### src/rtl/tlb_pkg.sv
// Package: shared sizes and the permission bit layout of the translation buffer.
// Assumes: permission nibble is indexed by {write, user}.
package tlb_pkg;
    localparam int unsigned TLB_ENTRIES = 32;
    localparam int unsigned TLB_VPN_W   = 30;
    localparam int unsigned TLB_PFN_W   = 21;
    localparam int unsigned TLB_OFF_W   = 13;
    localparam int unsigned TLB_PERM_W  = 4;

    // Select the permission bit for a given access kind and mode.
    function automatic logic perm_allows(input logic [TLB_PERM_W-1:0] perm,
                                         input logic is_write,
                                         input logic is_user);
        return perm[{is_write, is_user}];
    endfunction
endpackage

### src/rtl/tlb_entry_store.sv
// Module: storage of all translation slots plus the round-robin fill pointer.
// Assumes: flush has priority over fill; flush leaves the pointer alone.
module tlb_entry_store #(
    parameter int unsigned ENTRIES = tlb_pkg::TLB_ENTRIES,
    parameter int unsigned VPN_W   = tlb_pkg::TLB_VPN_W,
    parameter int unsigned PFN_W   = tlb_pkg::TLB_PFN_W,
    parameter int unsigned PERM_W  = tlb_pkg::TLB_PERM_W,
    localparam int unsigned IDX_W  = (ENTRIES > 1) ? $clog2(ENTRIES) : 1
) (
    input  logic               clk,
    input  logic               rst_n,
    input  logic               fill_en,
    input  logic [VPN_W-1:0]   fill_vpn,
    input  logic [PFN_W-1:0]   fill_pfn,
    input  logic [PERM_W-1:0]  fill_perm,
    input  logic               flush_all,
    output logic [ENTRIES-1:0] valid_o,
    output logic [VPN_W-1:0]   tag_o  [ENTRIES],
    output logic [PFN_W-1:0]   pfn_o  [ENTRIES],
    output logic [PERM_W-1:0]  perm_o [ENTRIES],
    output logic [IDX_W-1:0]   ptr_o
);
    localparam logic [IDX_W-1:0] LAST_IDX = IDX_W'(ENTRIES - 1);

    logic             do_fill;
    logic [IDX_W-1:0] ptr_q;

    assign do_fill = fill_en && !flush_all;
    assign ptr_o   = ptr_q;

    // Advance the replacement pointer on each accepted fill, wrapping at the last slot.
    always_ff @(posedge clk) begin
        if (!rst_n) begin
            ptr_q <= '0;
        end else if (do_fill) begin
            ptr_q <= (ptr_q == LAST_IDX) ? '0 : ptr_q + 1'b1;
        end
    end

    for (genvar gi = 0; gi < ENTRIES; gi++) begin : g_slot
        logic sel;
        assign sel = do_fill && (ptr_q == IDX_W'(gi));

        // Valid bit: cleared by reset or flush, set by a fill aimed at this slot.
        always_ff @(posedge clk) begin
            if (!rst_n || flush_all) begin
                valid_o[gi] <= 1'b0;
            end else if (sel) begin
                valid_o[gi] <= 1'b1;
            end
        end

        // Payload: page number, frame number and protection of this slot.
        always_ff @(posedge clk) begin
            if (!rst_n) begin
                tag_o[gi]  <= '0;
                pfn_o[gi]  <= '0;
                perm_o[gi] <= '0;
            end else if (sel) begin
                tag_o[gi]  <= fill_vpn;
                pfn_o[gi]  <= fill_pfn;
                perm_o[gi] <= fill_perm;
            end
        end
    end
endmodule

### src/rtl/tlb_match.sv
// Module: parallel page-number compare over every slot.
// Assumes: a valid lookup result needs exactly one matching slot.
module tlb_match #(
    parameter int unsigned ENTRIES = tlb_pkg::TLB_ENTRIES,
    parameter int unsigned VPN_W   = tlb_pkg::TLB_VPN_W
) (
    input  logic [ENTRIES-1:0] valid_i,
    input  logic [VPN_W-1:0]   tag_i [ENTRIES],
    input  logic [VPN_W-1:0]   vpn_i,
    output logic [ENTRIES-1:0] match_o,
    output logic               single_o
);
    for (genvar gi = 0; gi < ENTRIES; gi++) begin : g_cmp
        assign match_o[gi] = valid_i[gi] && (tag_i[gi] == vpn_i);
    end

    // Exactly one bit set: non-zero and clearing the lowest set bit leaves zero.
    always_comb begin
        single_o = (match_o != '0) && ((match_o & (match_o - 1'b1)) == '0);
    end
endmodule

### src/rtl/tlb_select.sv
// Module: AND-OR select of the frame number and protection bits of the matching slot.
// Assumes: match vector is one-hot when the result is used.
module tlb_select #(
    parameter int unsigned ENTRIES = tlb_pkg::TLB_ENTRIES,
    parameter int unsigned PFN_W   = tlb_pkg::TLB_PFN_W,
    parameter int unsigned PERM_W  = tlb_pkg::TLB_PERM_W
) (
    input  logic [ENTRIES-1:0] match_i,
    input  logic [PFN_W-1:0]   pfn_i  [ENTRIES],
    input  logic [PERM_W-1:0]  perm_i [ENTRIES],
    output logic [PFN_W-1:0]   pfn_o,
    output logic [PERM_W-1:0]  perm_o
);
    // OR together the payload of every slot whose compare bit is set.
    always_comb begin
        pfn_o  = '0;
        perm_o = '0;
        for (int i = 0; i < ENTRIES; i++) begin
            if (match_i[i]) begin
                pfn_o  = pfn_o  | pfn_i[i];
                perm_o = perm_o | perm_i[i];
            end
        end
    end
endmodule

### src/rtl/tlb_xlate.sv
// Module: top of the translation buffer; registered lookup response, fill and flush.
// Assumes: software handles misses and faults; lookups see state before the current edge.
module tlb_xlate #(
    parameter int unsigned ENTRIES = tlb_pkg::TLB_ENTRIES,
    parameter int unsigned VPN_W   = tlb_pkg::TLB_VPN_W,
    parameter int unsigned PFN_W   = tlb_pkg::TLB_PFN_W,
    parameter int unsigned OFF_W   = tlb_pkg::TLB_OFF_W,
    localparam int unsigned PERM_W = tlb_pkg::TLB_PERM_W,
    localparam int unsigned VA_W   = VPN_W + OFF_W,
    localparam int unsigned PA_W   = PFN_W + OFF_W,
    localparam int unsigned IDX_W  = (ENTRIES > 1) ? $clog2(ENTRIES) : 1
) (
    input  logic              clk,
    input  logic              rst_n,
    input  logic              lk_valid,
    input  logic [VA_W-1:0]   lk_vaddr,
    input  logic              lk_write,
    input  logic              lk_user,
    input  logic              fill_en,
    input  logic [VPN_W-1:0]  fill_vpn,
    input  logic [PFN_W-1:0]  fill_pfn,
    input  logic [PERM_W-1:0] fill_perm,
    input  logic              flush_all,
    output logic              rsp_valid,
    output logic              rsp_hit,
    output logic              rsp_miss,
    output logic              rsp_fault,
    output logic [PA_W-1:0]   rsp_paddr
);
    logic [ENTRIES-1:0] valid_vec;
    logic [VPN_W-1:0]   tag_arr  [ENTRIES];
    logic [PFN_W-1:0]   pfn_arr  [ENTRIES];
    logic [PERM_W-1:0]  perm_arr [ENTRIES];
    logic [IDX_W-1:0]   fill_ptr;
    logic [ENTRIES-1:0] match_vec;
    logic               one_match;
    logic [PFN_W-1:0]   sel_pfn;
    logic [PERM_W-1:0]  sel_perm;
    logic               allowed;
    logic               grant;

    tlb_entry_store #(
        .ENTRIES(ENTRIES), .VPN_W(VPN_W), .PFN_W(PFN_W), .PERM_W(PERM_W)
    ) store_i (
        .clk(clk), .rst_n(rst_n),
        .fill_en(fill_en), .fill_vpn(fill_vpn), .fill_pfn(fill_pfn),
        .fill_perm(fill_perm), .flush_all(flush_all),
        .valid_o(valid_vec), .tag_o(tag_arr), .pfn_o(pfn_arr),
        .perm_o(perm_arr), .ptr_o(fill_ptr)
    );

    tlb_match #(.ENTRIES(ENTRIES), .VPN_W(VPN_W)) match_i (
        .valid_i(valid_vec), .tag_i(tag_arr),
        .vpn_i(lk_vaddr[VA_W-1:OFF_W]),
        .match_o(match_vec), .single_o(one_match)
    );

    tlb_select #(.ENTRIES(ENTRIES), .PFN_W(PFN_W), .PERM_W(PERM_W)) select_i (
        .match_i(match_vec), .pfn_i(pfn_arr), .perm_i(perm_arr),
        .pfn_o(sel_pfn), .perm_o(sel_perm)
    );

    // Permission decision for the current access kind and privilege mode.
    always_comb begin
        allowed = tlb_pkg::perm_allows(sel_perm, lk_write, lk_user);
        grant   = lk_valid && one_match && allowed;
    end

    // Register the lookup outcome and the translated address.
    always_ff @(posedge clk) begin
        if (!rst_n) begin
            rsp_valid <= 1'b0;
            rsp_hit   <= 1'b0;
            rsp_miss  <= 1'b0;
            rsp_fault <= 1'b0;
            rsp_paddr <= '0;
        end else begin
            rsp_valid <= lk_valid;
            rsp_hit   <= grant;
            rsp_miss  <= lk_valid && !one_match;
            rsp_fault <= lk_valid && one_match && !allowed;
            rsp_paddr <= grant ? {sel_pfn, lk_vaddr[OFF_W-1:0]} : '0;
        end
    end
endmodule

### config.mk
export PLATFORM = sky130hd
export DESIGN_NAME = tlb_xlate
export DESIGN_NICKNAME = d
export VERILOG_FILES = /design/src/rtl/tlb_pkg.sv /design/src/rtl/tlb_entry_store.sv /design/src/rtl/tlb_match.sv /design/src/rtl/tlb_select.sv /design/src/rtl/tlb_xlate.sv
export SDC_FILE = /design/constraint.sdc
export NUM_CORES = 2
export LEC_CHECK = 0
export CORE_MARGIN = 3
export CORE_UTILIZATION = 59
export CTS_BUF_LIST = sky130_fd_sc_hd__clkbuf_4
export CTS_CLUSTER_SIZE = 10
export DETAILED_ROUTE_END_ITERATION = 7
export PLACE_DENSITY_LB_ADDON = 0.05
export SETUP_SLACK_MARGIN = 0.3
export SLEW_MARGIN = 20
export SYNTH_ARGS = -nofsm -noshare
export SYNTH_HDL_FRONTEND = slang
export SYNTH_SLANG_ARGS = --single-unit
### constraint.sdc
create_clock -name clk -period 4.1 [get_ports clk]
set_input_delay 1.23 -clock clk [delete_from_list [all_inputs] [get_ports clk]]
set_output_delay 1.23 -clock clk [all_outputs]
set_load 0.005 [all_outputs]
==> results.toml <==
[outcome]
outcome = "finished, violations left"
violations = "design-rule violations"

[route]
wl_per_cell_um = 27.6
ant_nets = 0
avgViaCountPerCell = 6.28
drt_iter0_drc = 12223
drc = 1
postRouteWirelength_um = 351000
vias = 79848
firstDrtPassIters = 8

[synth]
postSynthAreaPerCell_sq_um = 8.22
synth-edff-count = 0
synth_warnings = 0
synthFlopType = "dfxtp_1"
syn_inst = 10201
ys_seq_elements = 1835
synth_top_area_cell = "dfxtp_1"
synth_fp_nets = 10312
syn_area_sq_um = 83800
async_flop_share = 0
synthTopCellsByArea = "dfxtp_1, nand2_1, a21boi_0"
synthDominantCellAreaShare = 0.438
ys_seq_area_frac = 0.438
synth.distinct_cells = 58

[power_and_ir_drop]
vdd_drop_max_uv = 262
power_mw = 36.0
cellPowerDensity_nw_per_um2 = 374
leakage_nw = 31.8

[placed_design]
gp_congestion = 0.949
port_buffers = 142
dp_cells = 11905
hpwlAfterDp_um = 212000

[grt]
grt_pass1_wl_um = 504000
grt_antenna_before_repair = 13
grt_pass1_vias = 75183
grt_use_total = 0.464
grt-ovfl-total = 0
grt_max_degree = 246

[die]
design.core.area_sq_um = 140000
initial_core_util = 0.598
dieWidth_um = 383
die_h_um = 383
die_area_sq_um = 147000
fp-row-count = 137
io_pins = 143

[layout]
fillers = 11729
drive_gt1_frac = 0.143
layout.cells.non_filler = 12707
final_common_cell = "nand2_1"
syn2layout_area_growth_pct = 14.9
final_cell_mix = "nand2_1, dfxtp_1, a21boi_0"
fin_nets = 10619

[clock_tree]
clk_pin_slew_ps = 70
cts.sinks = 1835
cts_buffers = 476
htree_num_levels = 5
tritoncts = "yes"
cts_buffer_depth = 4
root_buffer = "clkbuf_4"
clk_latency_ps = 1380

[worst_setup_path]
worstPathMaxFanout = 36
setup.worst_path.end_class = "flip-flop"
max_stage_delay_ps = 590
setup.worst_path.class = "flip-flop to flip-flop"
crit_chain = "xnor2_1 > nand4_1 > or4_1 > nor4_4 > buf_12 > buf_6 > a22oi_1 > and4_1 > nand4_1 > nor2_1 > o31a_2 > buf_12 > nor4_1"
start_kind = "flip-flop"
path_buf_inv = 3
crit_family = "simple AND/OR/NAND/NOR gates"
arrival_ps = 5010
crit_slowest_cell = "or4_1"
worst_ep_required_time_ps = 5340

[timing]
fmax_mhz = 265
finalSetupViolations = 0
period_needed_ps = 3780
tns_ps = 0
slew_headroom = 0.135
hold_violations = 0
slew_violations = 0
hold_ws_ps = 291
worstMarginPinSlew_ps = 1300
skew_ps = 87.5
rsz0062_at_grt = "false"
period_share = 0.921

[flow_run]
maxCapViolations = 0

[hold_path]
min_path_type = "input port to flip-flop"
==> cell type report <==
class | instances | area, sq um | share of cell area
timing repair buffer | 777 | 8170 | 0.0848
sequential | 1835 | 36700 | 0.381
tap | 1876 | 2350 | 0.0244
multi-input combinational | 7413 | 43400 | 0.450
antenna | 13 | 32.5 | 0.000338
clock inverter | 94 | 438 | 0.00455
clock buffer | 694 | 5210 | 0.0541
inverter | 5 | 18.8 | 0.000195
==> cells by family after synthesis <==
group,after synthesis,synth area share
compound gates,2197,0.199
xor+xnor,959,0.100
fa+ha+maj,8,0.00113
buf+inv,953,0.0506
flops,1835,0.438
simple gates,4249,0.211
==> through the flow <==
stage | setup slack [ps] | utilization | area (sq um)
after floorplan | -151 | - | 84100
final | 322 | 0.687 | 96300
after detailed placement | -887 | 0.646 | 90600
after global placement | -793 | 0.646 | 90600
after global routing | 302 | 0.687 | 96300
after CTS | 324 | 0.686 | 96200
==> layer usage <==
layer	track usage	vias to the layer above	share of wire	wire, um
li1	-	34509	-	-
met1	0.603	37687	0.37	130000
met2	0.670	6079	0.41	144000
met3	0.143	1571	0.15	51700
met4	0.292	2	0.072	25300
met5	0	-	0.000034	12
==> Yosys cell counts (18+ instances only) <==
master and number:
a222oi_1 34, buf_4 48, clkbuf_1 764, o21a_1 35
a22o_1 47, dfxtp_1 1835, xnor2_1 841, and2_1 32
nand4_1 251, or4_1 18, a221oi_1 46, nor4_1 90
buf_2 36, nor2_1 39, buf_6 51, nand3_1 85
buf_1 44, xor2_1 118, a22oi_1 236, a21boi_0 1768
nor4_2 26, nand2_1 3634
==> power by group <==
part           total [mW]  switching, mW  internal, mW  leakage, nW
sequential           17.9         0.0374          17.9         14.8
combinational        2.66           1.68         0.982         13.6
clock                15.4           7.61          7.82         3.40
==> registers in the layout (all words and copies together), names as in the netlist <==
signal / cells
rsp_hit: 1
rsp_valid: 1
rsp_paddr: 34
store_i.pfn_o: 672
store_i.valid_o: 32
store_i.ptr_o: 5
store_i.perm_o: 128
rsp_miss: 1
rsp_fault: 1
store_i.tag_o: 960
==> final timing paths <==
kind                  startpoint                   to  slack, ps  cells past startpoint
max           store_i.tag_o[936]        rsp_paddr[17]        320                     13
min                        rst_n   store_i.pfn_o[113]        290                      2
max reg2reg   store_i.tag_o[936]        rsp_paddr[17]        320                     13
min reg2reg  store_i.perm_o[104]  store_i.perm_o[104]        460                      2
==> repair_timing <==
item                       4_1_cts  5_1_grt
setup endpoints to repair        0       21
hold buffers                     0        0
setup buffers                    0        0
gates resized for setup          0        3
Note: power is estimated with default switching activity, not from simulation.
